$ cat config.mk
export PLATFORM = sky130hd
export DESIGN_NAME = uopq_top
export DESIGN_NICKNAME = d
export VERILOG_FILES = /design/src/rtl/uopq_pkg.sv /design/src/rtl/uopq_thread_ptr.sv /design/src/rtl/uopq_ctrl.sv /design/src/rtl/uopq_store.sv /design/src/rtl/uopq_top.sv
export SDC_FILE = /design/constraint.sdc
export NUM_CORES = 1
export LEC_CHECK = 0
export BUFFER_PORTS_ARGS = -buffer_cell sky130_fd_sc_hd__clkbuf_2
export CORE_MARGIN = 2
export CORE_UTILIZATION = 40
export CTS_BUF_LIST = sky130_fd_sc_hd__clkbuf_4
export DETAILED_ROUTE_END_ITERATION = 12
export PLACE_DENSITY = 0.62
export RECOVER_POWER = 50
export SETUP_SLACK_MARGIN = 0.3
export SYNTH_ARGS = -nofsm -noshare
export SYNTH_HDL_FRONTEND = slang
export SYNTH_SLANG_ARGS = --single-unit
$ cat constraint.sdc
create_clock -name clk -period 7.8 [get_ports clk]
set_input_delay 0 -clock clk [delete_from_list [all_inputs] [get_ports clk]]
set_output_delay 0 -clock clk [all_outputs]
set_load 0.01 [all_outputs]
$ cat src/rtl/uopq_pkg.sv
package uopq_pkg;

  typedef enum logic [1:0] {
    MODE_DUAL = 2'd0,
    MODE_SOLO0 = 2'd1,
    MODE_SOLO1 = 2'd2
  } uopqMode_e;

  typedef struct packed {
    logic wrEn0;
    logic wrEn1;
    logic popEn;
  } uopqStrobe_t;

endpackage

$ cat src/rtl/uopq_thread_ptr.sv
module uopq_thread_ptr #(
  parameter int DEPTH = 16,
  localparam int IDX_W = $clog2(DEPTH),
  localparam int CNT_W = $clog2(DEPTH + 1)
) (
  input  logic             clk,
  input  logic             rstN,
  input  logic             clear,
  input  logic [CNT_W-1:0] cap,
  input  logic             push,
  input  logic             pop,
  output logic [IDX_W-1:0] head,
  output logic [IDX_W-1:0] tail,
  output logic [CNT_W-1:0] count
);

  logic [CNT_W-1:0] lastSlot;
  logic [IDX_W-1:0] headNext;
  logic [IDX_W-1:0] tailNext;

  assign lastSlot = CNT_W'(cap - CNT_W'(1));

  // advance within the region [0, cap)
  always_comb begin
    headNext = (CNT_W'(head) == lastSlot) ? '0 : IDX_W'(head + IDX_W'(1));
    tailNext = (CNT_W'(tail) == lastSlot) ? '0 : IDX_W'(tail + IDX_W'(1));
  end

  always_ff @(posedge clk) begin
    if (!rstN || clear) begin
      head  <= '0;
      tail  <= '0;
      count <= '0;
    end else begin
      if (push) tail <= tailNext;
      if (pop)  head <= headNext;
      case ({push, pop})
        2'b10:   count <= CNT_W'(count + CNT_W'(1));
        2'b01:   count <= CNT_W'(count - CNT_W'(1));
        default: count <= count;
      endcase
    end
  end

  AST_NO_OVERFLOW: assert property (@(posedge clk) disable iff (!rstN)
    push |-> (count < cap));

  AST_NO_UNDERFLOW: assert property (@(posedge clk) disable iff (!rstN)
    pop |-> (count != '0));

  AST_HOLD_IDLE: assert property (@(posedge clk) disable iff (!rstN)
    (!push && !pop && !clear) |=> $stable(count));

endmodule

$ cat src/rtl/uopq_ctrl.sv
module uopq_ctrl
  import uopq_pkg::*;
#(
  parameter int DEPTH = 16,
  localparam int HALF  = DEPTH / 2,
  localparam int IDX_W = $clog2(DEPTH),
  localparam int CNT_W = $clog2(DEPTH + 1)
) (
  input  logic             clk,
  input  logic             rstN,
  input  logic [1:0]       modeSel,
  input  logic [1:0]       wrValid,
  input  logic             rdReady,
  output logic [1:0]       wrReady,
  output logic             rdValid,
  output logic             rdThread,
  output logic [1:0]       modeCur,
  output logic             modeBusy,
  output uopqStrobe_t      stb,
  output logic [IDX_W-1:0] wrIdx0,
  output logic [IDX_W-1:0] wrIdx1,
  output logic [IDX_W-1:0] rdIdx
);

  uopqMode_e        modeQ;
  logic             lastQ;
  logic             reqLegal;
  logic             allEmpty;
  logic             applyMode;
  logic             turn;
  logic             pick;
  logic [1:0]       hasWork;
  logic [1:0]       push;
  logic [1:0]       pop;
  logic [CNT_W-1:0] cap   [2];
  logic [IDX_W-1:0] base  [2];
  logic [IDX_W-1:0] head  [2];
  logic [IDX_W-1:0] tail  [2];
  logic [CNT_W-1:0] count [2];

  // region of the array owned by each thread in the current mode
  always_comb begin
    base[0] = '0;
    base[1] = '0;
    cap[0]  = '0;
    cap[1]  = '0;
    case (modeQ)
      MODE_SOLO0: cap[0] = CNT_W'(DEPTH);
      MODE_SOLO1: cap[1] = CNT_W'(DEPTH);
      default: begin
        cap[0]  = CNT_W'(HALF);
        cap[1]  = CNT_W'(HALF);
        base[1] = IDX_W'(HALF);
      end
    endcase
  end

  assign reqLegal  = (modeSel != 2'd3);
  assign modeBusy  = reqLegal && (modeSel != modeQ);
  assign allEmpty  = (hasWork == 2'b00);
  assign applyMode = modeBusy && allEmpty;

  for (genvar t = 0; t < 2; t++) begin : g_thr
    assign hasWork[t] = (count[t] != '0);
    assign wrReady[t] = (count[t] < cap[t]) && !modeBusy;
    assign push[t]    = wrValid[t] && wrReady[t];
    assign pop[t]     = rdValid && rdReady && (pick == 1'(t));

    uopq_thread_ptr #(.DEPTH(DEPTH)) u_ptr (
      .clk   (clk),
      .rstN  (rstN),
      .clear (applyMode),
      .cap   (cap[t]),
      .push  (push[t]),
      .pop   (pop[t]),
      .head  (head[t]),
      .tail  (tail[t]),
      .count (count[t])
    );
  end

  // alternate on turn, fall through to the other thread if idle
  assign turn     = ~lastQ;
  assign pick     = hasWork[turn] ? turn : ~turn;
  assign rdValid  = |hasWork;
  assign rdThread = pick;

  assign wrIdx0 = IDX_W'(base[0] + tail[0]);
  assign wrIdx1 = IDX_W'(base[1] + tail[1]);
  assign rdIdx  = pick ? IDX_W'(base[1] + head[1]) : IDX_W'(base[0] + head[0]);

  assign stb.wrEn0 = push[0];
  assign stb.wrEn1 = push[1];
  assign stb.popEn = |pop;

  assign modeCur = modeQ;

  always_ff @(posedge clk) begin
    if (!rstN) begin
      modeQ <= MODE_DUAL;
      lastQ <= 1'b1;
    end else begin
      if (applyMode) modeQ <= uopqMode_e'(modeSel);
      if (stb.popEn) lastQ <= pick;
    end
  end

  AST_MODE_HOLD: assert property (@(posedge clk) disable iff (!rstN)
    !allEmpty |=> (modeQ == $past(modeQ)));

  AST_BUSY_BLOCKS: assert property (@(posedge clk) disable iff (!rstN)
    modeBusy |-> (wrReady == 2'b00));

  AST_SOLO0_CLOSED: assert property (@(posedge clk) disable iff (!rstN)
    (modeQ == MODE_SOLO0) |-> !wrReady[1]);

  AST_SOLO1_CLOSED: assert property (@(posedge clk) disable iff (!rstN)
    (modeQ == MODE_SOLO1) |-> !wrReady[0]);

  AST_ALTERNATE: assert property (@(posedge clk) disable iff (!rstN)
    (stb.popEn && hasWork == 2'b11) |=> (lastQ != $past(lastQ)));

  AST_NO_BUBBLE: assert property (@(posedge clk) disable iff (!rstN)
    (hasWork != 2'b00) |-> rdValid);

  AST_HALF_LIMIT: assert property (@(posedge clk) disable iff (!rstN)
    (modeQ == MODE_DUAL) |-> (count[0] <= CNT_W'(HALF) && count[1] <= CNT_W'(HALF)));

endmodule

$ cat src/rtl/uopq_store.sv
module uopq_store
  import uopq_pkg::*;
#(
  parameter int DEPTH     = 16,
  parameter int PAYLOAD_W = 16,
  localparam int IDX_W    = $clog2(DEPTH)
) (
  input  logic                 clk,
  input  uopqStrobe_t          stb,
  input  logic [IDX_W-1:0]     wrIdx0,
  input  logic [IDX_W-1:0]     wrIdx1,
  input  logic [PAYLOAD_W-1:0] wrData0,
  input  logic [PAYLOAD_W-1:0] wrData1,
  input  logic [IDX_W-1:0]     rdIdx,
  output logic [PAYLOAD_W-1:0] rdData
);

  logic [PAYLOAD_W-1:0] mem [DEPTH];

  always_ff @(posedge clk) begin
    if (stb.wrEn0) mem[wrIdx0] <= wrData0;
    if (stb.wrEn1) mem[wrIdx1] <= wrData1;
  end

  assign rdData = mem[rdIdx];

  AST_WR_DISJOINT: assert property (@(posedge clk)
    (stb.wrEn0 && stb.wrEn1) |-> (wrIdx0 != wrIdx1));

endmodule

$ cat src/rtl/uopq_top.sv
module uopq_top
  import uopq_pkg::*;
#(
  parameter int DEPTH     = 16,
  parameter int PAYLOAD_W = 16,
  localparam int IDX_W    = $clog2(DEPTH)
) (
  input  logic                 clk,
  input  logic                 rstN,
  input  logic [1:0]           modeSel,
  output logic [1:0]           modeCur,
  output logic                 modeBusy,
  input  logic                 wrValid0,
  output logic                 wrReady0,
  input  logic [PAYLOAD_W-1:0] wrData0,
  input  logic                 wrValid1,
  output logic                 wrReady1,
  input  logic [PAYLOAD_W-1:0] wrData1,
  output logic                 rdValid,
  input  logic                 rdReady,
  output logic [PAYLOAD_W-1:0] rdData,
  output logic                 rdThread
);

  uopqStrobe_t      stb;
  logic [1:0]       wrReady;
  logic [IDX_W-1:0] wrIdx0;
  logic [IDX_W-1:0] wrIdx1;
  logic [IDX_W-1:0] rdIdx;

  assign wrReady0 = wrReady[0];
  assign wrReady1 = wrReady[1];

  uopq_ctrl #(.DEPTH(DEPTH)) u_ctrl (
    .clk      (clk),
    .rstN     (rstN),
    .modeSel  (modeSel),
    .wrValid  ({wrValid1, wrValid0}),
    .rdReady  (rdReady),
    .wrReady  (wrReady),
    .rdValid  (rdValid),
    .rdThread (rdThread),
    .modeCur  (modeCur),
    .modeBusy (modeBusy),
    .stb      (stb),
    .wrIdx0   (wrIdx0),
    .wrIdx1   (wrIdx1),
    .rdIdx    (rdIdx)
  );

  uopq_store #(.DEPTH(DEPTH), .PAYLOAD_W(PAYLOAD_W)) u_store (
    .clk     (clk),
    .stb     (stb),
    .wrIdx0  (wrIdx0),
    .wrIdx1  (wrIdx1),
    .wrData0 (wrData0),
    .wrData1 (wrData1),
    .rdIdx   (rdIdx),
    .rdData  (rdData)
  );

endmodule

======== After elaboration in Yosys (flattened, before gate mapping) ========
Memories as Yosys holds them, arrays and structs flattened.
Index checks and enable logic that the tools add are counted.
storage, ports and cells
  word-level logic and storage cells ...... 75
  RAM bits ................................ 256
  input bits .............................. 39
  register bits ........................... 29
  memories ................................ 1
  output and inout port bits .............. 23
operators by class
  reduce and logical (&&, ||, !) cells .... 20
  bitwise logic cells ..................... 2
  muxes and demuxes ....................... 17
  add/sub/neg operators ................... 12
  $lt $le $gt $ge ......................... 3
  eq/ne operators ......................... 12
memory list
  name         depth  bits a word  read ports  clocked after Yosys merged registers in  wr ports  line              RTL
  u_store.mem  16     16           1           0                                        2         uopq_store.sv:18  logic [PAYLOAD_W-1:0] mem [DEPTH];
operators by type and width
  operator                                                    count
  one-hot mux 5 bit (2 select lines)                          4
  two-way mux 4 bit                                           6
  == test 4 x 5 -> 1 bit                                      4
  subtractor 5 x 1 -> 5 bit, second input constant            4
  adder 4 x 1 -> 4 bit, second input constant                 4
  adder 5 x 1 -> 5 bit, second input constant                 2
  less-than comparator 5 bit                                  2
  nonzero test 5 bit                                          2
  logical AND 1 bit                                           9
  adder 4 bit                                                 2
  two-way mux 1 bit                                           7
  == test 2 x 1 -> 1 bit, second input constant               3
  == test 2 bit, second input constant                        3
  OR reduction 2 bit                                          3
  nonzero test 2 bit                                          2
  zero test 1 bit                                             2
  zero test 2 bit                                             1
  less-than comparator 1 x 2 -> 1 bit, second input constant  1
  != test 2 bit                                               1
  != test 2 bit, second input constant                        1
  NOT 1 bit                                                   2
  logical OR 1 bit                                            1

======== Depth between registers and ports, before layout ========
  depth in word-level cells ............... 8
  gate-level depth with buffers ........... 17
  gate-level depth less buffers ........... 16

======== Cells and area by module ========
From an unflattened synthesis, not the netlist that was laid out.
second synthesis, totals
  cells, all modules ...................... 980
  area, all modules ....................... 15369.7 µm²
modules (own cells, without submodules)
  module           cells an instance  seq. area each (µm²)  times used  area an instance (µm²)
  uopq_store       753                7687.4                1           13162.6
  uopq_thread_ptr  87                 260.2                 2           894.6
  uopq_ctrl        53                 60.1                  1           417.9

======== Least setup slack after synthesis ========
Ideal clock, no wire load.
  kind .................................... register to register
  start ................................... register u_ctrl.lastQ
  end ..................................... register u_ctrl.g_thr[0].u_ptr.count[4]
  cell stages (with the launch flop) ...... 16
  setup time .............................. 0.128 ns
  arrival ................................. 3.244 ns
  path buffers ............................ 4
  clock period less this slack ............ 3.371 ns
  required time ........................... 7.672 ns
  setup slack ............................. 4.429 ns
  cells stage by stage .................... dfxtp_1 > clkbuf_1 > clkbuf_1 > clkbuf_1 > clkbuf_1 > o211ai_1 > inv_1 > ha_1 > xor2_1 > ha_1 > a21oi_1 > o22ai_1 > a222oi_1 > nor2_1 > xnor2_1 > nor2_1
between the ends
  cells in the longest elaborated chain, start to end .. 7
  elaborated cells between the ends (all ways) .. 10
  those cells by class .................... 2 x eq/ne; 4 x mux; 2 x bitwise; 2 x reduce/logical
RTL lines
  item                                                                             line                   RTL
  from (decl)                                                                      uopq_ctrl.sv:26        logic lastQ;
  from (signal assigned)                                                           uopq_ctrl.sv:104       if (stb.popEn) lastQ <= pick;
  two-way mux 1 bit (not written as such) (2 in a row)                             uopq_ctrl.sv:84        assign pick = hasWork[turn] ? turn : ~turn;
  two-way mux 1 bit (*)                                                            uopq_ctrl.sv:84
  NOT 1 bit (*)                                                                    uopq_ctrl.sv:67        assign pop[t] = rdValid && rdReady && (pick == 1'(t));
  logical AND 1 bit (*)                                                            uopq_ctrl.sv:67
  net u_ctrl.g_thr[0].u_ptr.pop                                                    uopq_thread_ptr.sv:11  input logic pop,
  == test 2 x 1 -> 1 bit / == test 2 bit (equally long branches)                   uopq_thread_ptr.sv:37  case ({push, pop})
  one-hot mux 5 bit (2 select lines) / nonzero test 2 bit (equally long branches)  n/a
  to (signal assigned)                                                             uopq_thread_ptr.sv:38  2'b10: count <= CNT_W'(count + CNT_W'(1));
  to (signal assigned)                                                             uopq_thread_ptr.sv:39  2'b01: count <= CNT_W'(count - CNT_W'(1));
  to (signal assigned)                                                             uopq_thread_ptr.sv:40  default: count <= count;
  to (decl)                                                                        uopq_thread_ptr.sv:14  output logic [CNT_W-1:0] count
The timed path passes the listed nets; every way through them passes the cells marked *. The select of a mux whose other input is x is not followed.
A chain may end at the register's enable or synchronous reset.

======== Final worst setup path ========
  start ................................... register u_ctrl.g_thr[1].u_ptr.count[4]
  end ..................................... output port rdData[2]
between the ends
  cells in the longest elaborated chain, start to end .. 6
RTL lines
  item                                                  line                   RTL
  from (decl)                                           uopq_thread_ptr.sv:14
  from (signal assigned)                                uopq_thread_ptr.sv:38
  from (signal assigned)                                uopq_thread_ptr.sv:39
  from (signal assigned)                                uopq_thread_ptr.sv:40
  nonzero test 5 bit                                    uopq_ctrl.sv:64        assign hasWork[t] = (count[t] != '0);
  two-way mux 1 bit (not written as such) (2 in a row)  uopq_ctrl.sv:84
  two-way mux 1 bit                                     uopq_ctrl.sv:84
  two-way mux 4 bit                                     uopq_ctrl.sv:90        assign rdIdx = pick ? IDX_W'(base[1] + head[1]) : IDX_W'(base[0] + head[0]);
  memory read (16 x 16 bit)                             n/a
  to (decl)                                             uopq_top.sv:21         output logic [PAYLOAD_W-1:0] rdData,
Every way passes these cells. The select of a mux whose other input is x is not followed.

==> run summary <==
FFs w/ async S/R, synth - 0%
H-tree depth - 3
Post-Syn Instances - 2205
skew final - 0.0604 ns
cell with the most instances after synthesis - clkbuf_1
reg-to-reg startpoint - u_ctrl.g_thr[1].u_ptr.count[4]
Post-synth EDFFs - 256
critical setup path kind - reg2out
GRT Overall Usage - 29.5%
power per cell area - 285 nW/um^2
Peak Freq - 0.152 GHz
Worst Setup End Kind - output port
DIE HEIGHT - 236 um
Met2 Routed Length - 39300 um
final worst-path cycle share - 84.4%
port bufs - 61
Worst-Skew Late Latency - 0.82 ns
via count - 20300
initial antenna violation count - 9
Worst-path clk slew - 0.07 ns
YS warnings - 0
Final #Nets - 2211
FF+latch count, synth - 285
WL final - 84800 um
DRC Markers - 0
synthesized area - 21600 um^2
crit path max fanout - 91
first-pass GRT wire length - 125000 um
Yosys top cell area share - 35.6%
Peak VDD IR - 0.352 mV
sequential fraction of the synthesis area - 38.3%
post-route minimum period - 6.58 ns
post-place setup slack - 3.24 ns
Met1 Routed Length - 32000 um
Detail Route Antenna Nets - 0
metal3 WL - 8160 um
crit-path cells - buf_4 > nor3_4 > or4b_2 > a211oi_4 > a22oi_1 > nand4_1 > clkbuf_2
Cell Rows - 85
Total Power - 6.72 mW
die area - 55800 um^2
WL per Instance - 29.1 um
crit path launch - u_ctrl.g_thr[1].u_ptr.count[4]
fin cells - 2914
vias per inst - 6.98
final RePlAce weighted congestion - 0.931
Critical Path AT - 6.58 ns
failing checks - capacitance limit, slew limit
max_slew headroom - -184%
slowest CP cell - dfxtp_1
Fin. Hold Viols - 0
Root Driver - clkbuf_4
DRT Pass-1 Iters - 6
final setup fails - 0
Min Hold Slack - 0.0995 ns
largest net degree at the start of global routing - 129
P&R area growth vs syn - 9.25%
clk buf depth - 3
Setup Fix Bufs, Post-CTS - 0
detailed router's first-iteration violation count - 3084
CTS Buf Count - 80
Die X - 236 um
RSZ-0062 raised after global routing - false
R2R cell count - 8
run status - complete, but fails checks
CP endpoint - rdData[2]
post-synth top area cell - edfxtp_1
Finished Core Util - 44.0%
slack of the critical path - 1.22 ns
Post-CTS Resized - 0
Leak - 7.33 nW
share of layout cells above drive strength 1 - 23.1%
area of the core - 53600 um^2
WP data required - 7.80 ns
Post-Syn Nets - 2266
Sink Count - 285
Detailed Place HPWL - 48000 um
synth top area cells - edfxtp_1 (36%), mux2_2 (13%), o2111a_1 (6.7%), nand3_1 (6.1%), o21ai_0 (6.0%)
prevailing post-synth register cell - edfxtp_1
FF-to-FF setup slack - 1.35 ns
Slew Limit Fails - 370
max-cap violations - 17
Worst R2R End - u_store.mem[2][0]
Inst Count DP - 2708
HP Class - in2reg
CTS tree - built
design area - 23600 um^2
placed inst area - 22100 um^2
GRT Residual Overflow - 0
CP max stage delay - 2.23 ns
vias in the first global route - 19300
Setup crit start kind - flop
post-synthesis cell type count - 56
Top Metal Used - met4
TNS Setup - 0 ns
Synth top cells by count - clkbuf_1 (268), nand3_1 (261), o21ai_0 (260)
initial core utilization - 40.3%
Top Ports - 62
average size of a mapped cell - 9.79 um^2
worst-margin pin slew - 4.22 ns
==> repair_timing <==
action,CTS,global route
hold endpoints to repair,272,0
setup endpoints to repair,0,0
hold buffers,56,0
==> sequential cells by signal, indices dropped and copies added (netlist names) <==
register                  flops
u_store.mem                 256
u_ctrl.g_thr.u_ptr.count     10
u_ctrl.g_thr.u_ptr.head       8
u_ctrl.g_thr.u_ptr.tail       8
u_ctrl.modeCur                2
u_ctrl.lastQ                  1
==> cell families (layout without fill, tap and decap cells) <==
family	count (synthesis)	in the layout	share of synthesized area, %
AOI/OAI and AO/OA	642	642	21.6
xor gates and xnor gates	27	27	1.10
adders and majority gates	22	22	1.28
buffers and inverters	315	320	5.82
DFF	285	285	38.3
muxes	262	262	13.6
other	0	8	0
and+or+nand+nor	652	652	18.3
==> report_power, final <==
part           internal (mW)  switching, mW  total, mW
Clock                  0.774          0.683       1.46
Sequential              1.79          0.129       1.92
Combinational          0.860           2.48       3.34
Total                   3.43           3.29       6.72
==> worst min-delay path by stage <==
stage,start,endpoint,slack [ns],depth (start not counted)
global placement,rstN,u_ctrl.lastQ,0.28,2
finish,modeSel[0],u_ctrl.modeCur[0],0.1,4
detailed placement,rstN,u_ctrl.lastQ,0.28,2
CTS,modeSel[0],u_ctrl.modeCur[0],0.06,4
floorplan,rstN,u_ctrl.lastQ,0.08,1
global route,modeSel[0],u_ctrl.modeCur[0],0.14,4
==> critical path, delay by kind of cell (launching register included) <==
family,cells,cell delay [ns]
simple gates,3,1.21
flops,1,2.23
compound gates,2,1.06
buf+inv,2,1.19
==> layout make-up <==
type | instances | area [um^2]
Multi-Input combinational cell | 1605 | 12200
Timing Repair Buffer | 163 | 1150
Antenna cell | 8 | 20.0
Clock inverter | 13 | 75.1
Tap cell | 696 | 871
Fill cell | 5108 | 30000
Clock buffer | 129 | 968
Sequential cell | 285 | 8280
Inverter | 15 | 58.8
==> routing by layer <==
| metal | GRT usage, % | vias up |
|---|---|---|
| li1 | - | 8688 |
| met1 | 36.6 | 10100 |
| met2 | 47.4 | 1294 |
| met3 | 5.24 | 271 |
| met4 | 19.0 | 0 |
| met5 | 0 | - |
==> layout by cell type (no fill, tap or decap), types with 8 or more instances in the layout <==
master,synthesis,final
clkbuf_2,1,56
edfxtp_1,256,256
buf_4,2,31
o21ai_1,20,21
nand4_1,17,17
nor2_1,33,32
inv_1,15,14
dlygate4sd3_1,0,56
nand2b_1,9,9
nand4b_1,130,130
clkbuf_1,268,20
and3_1,132,132
a21oi_1,13,13
o21ai_2,1,9
mux2_2,256,255
xor2_1,12,12
dfxtp_1,29,26
clkbuf_4,0,129
o2111a_1,128,128
diode_2,0,8
o21ai_0,260,251
nand2_1,33,33
nand3_1,261,261
clkinv_1,0,10
o211ai_1,130,130
xnor2_1,15,15
a22oi_1,64,64
ha_1,22,22
Note: power is estimated with default switching activity, not from simulation.
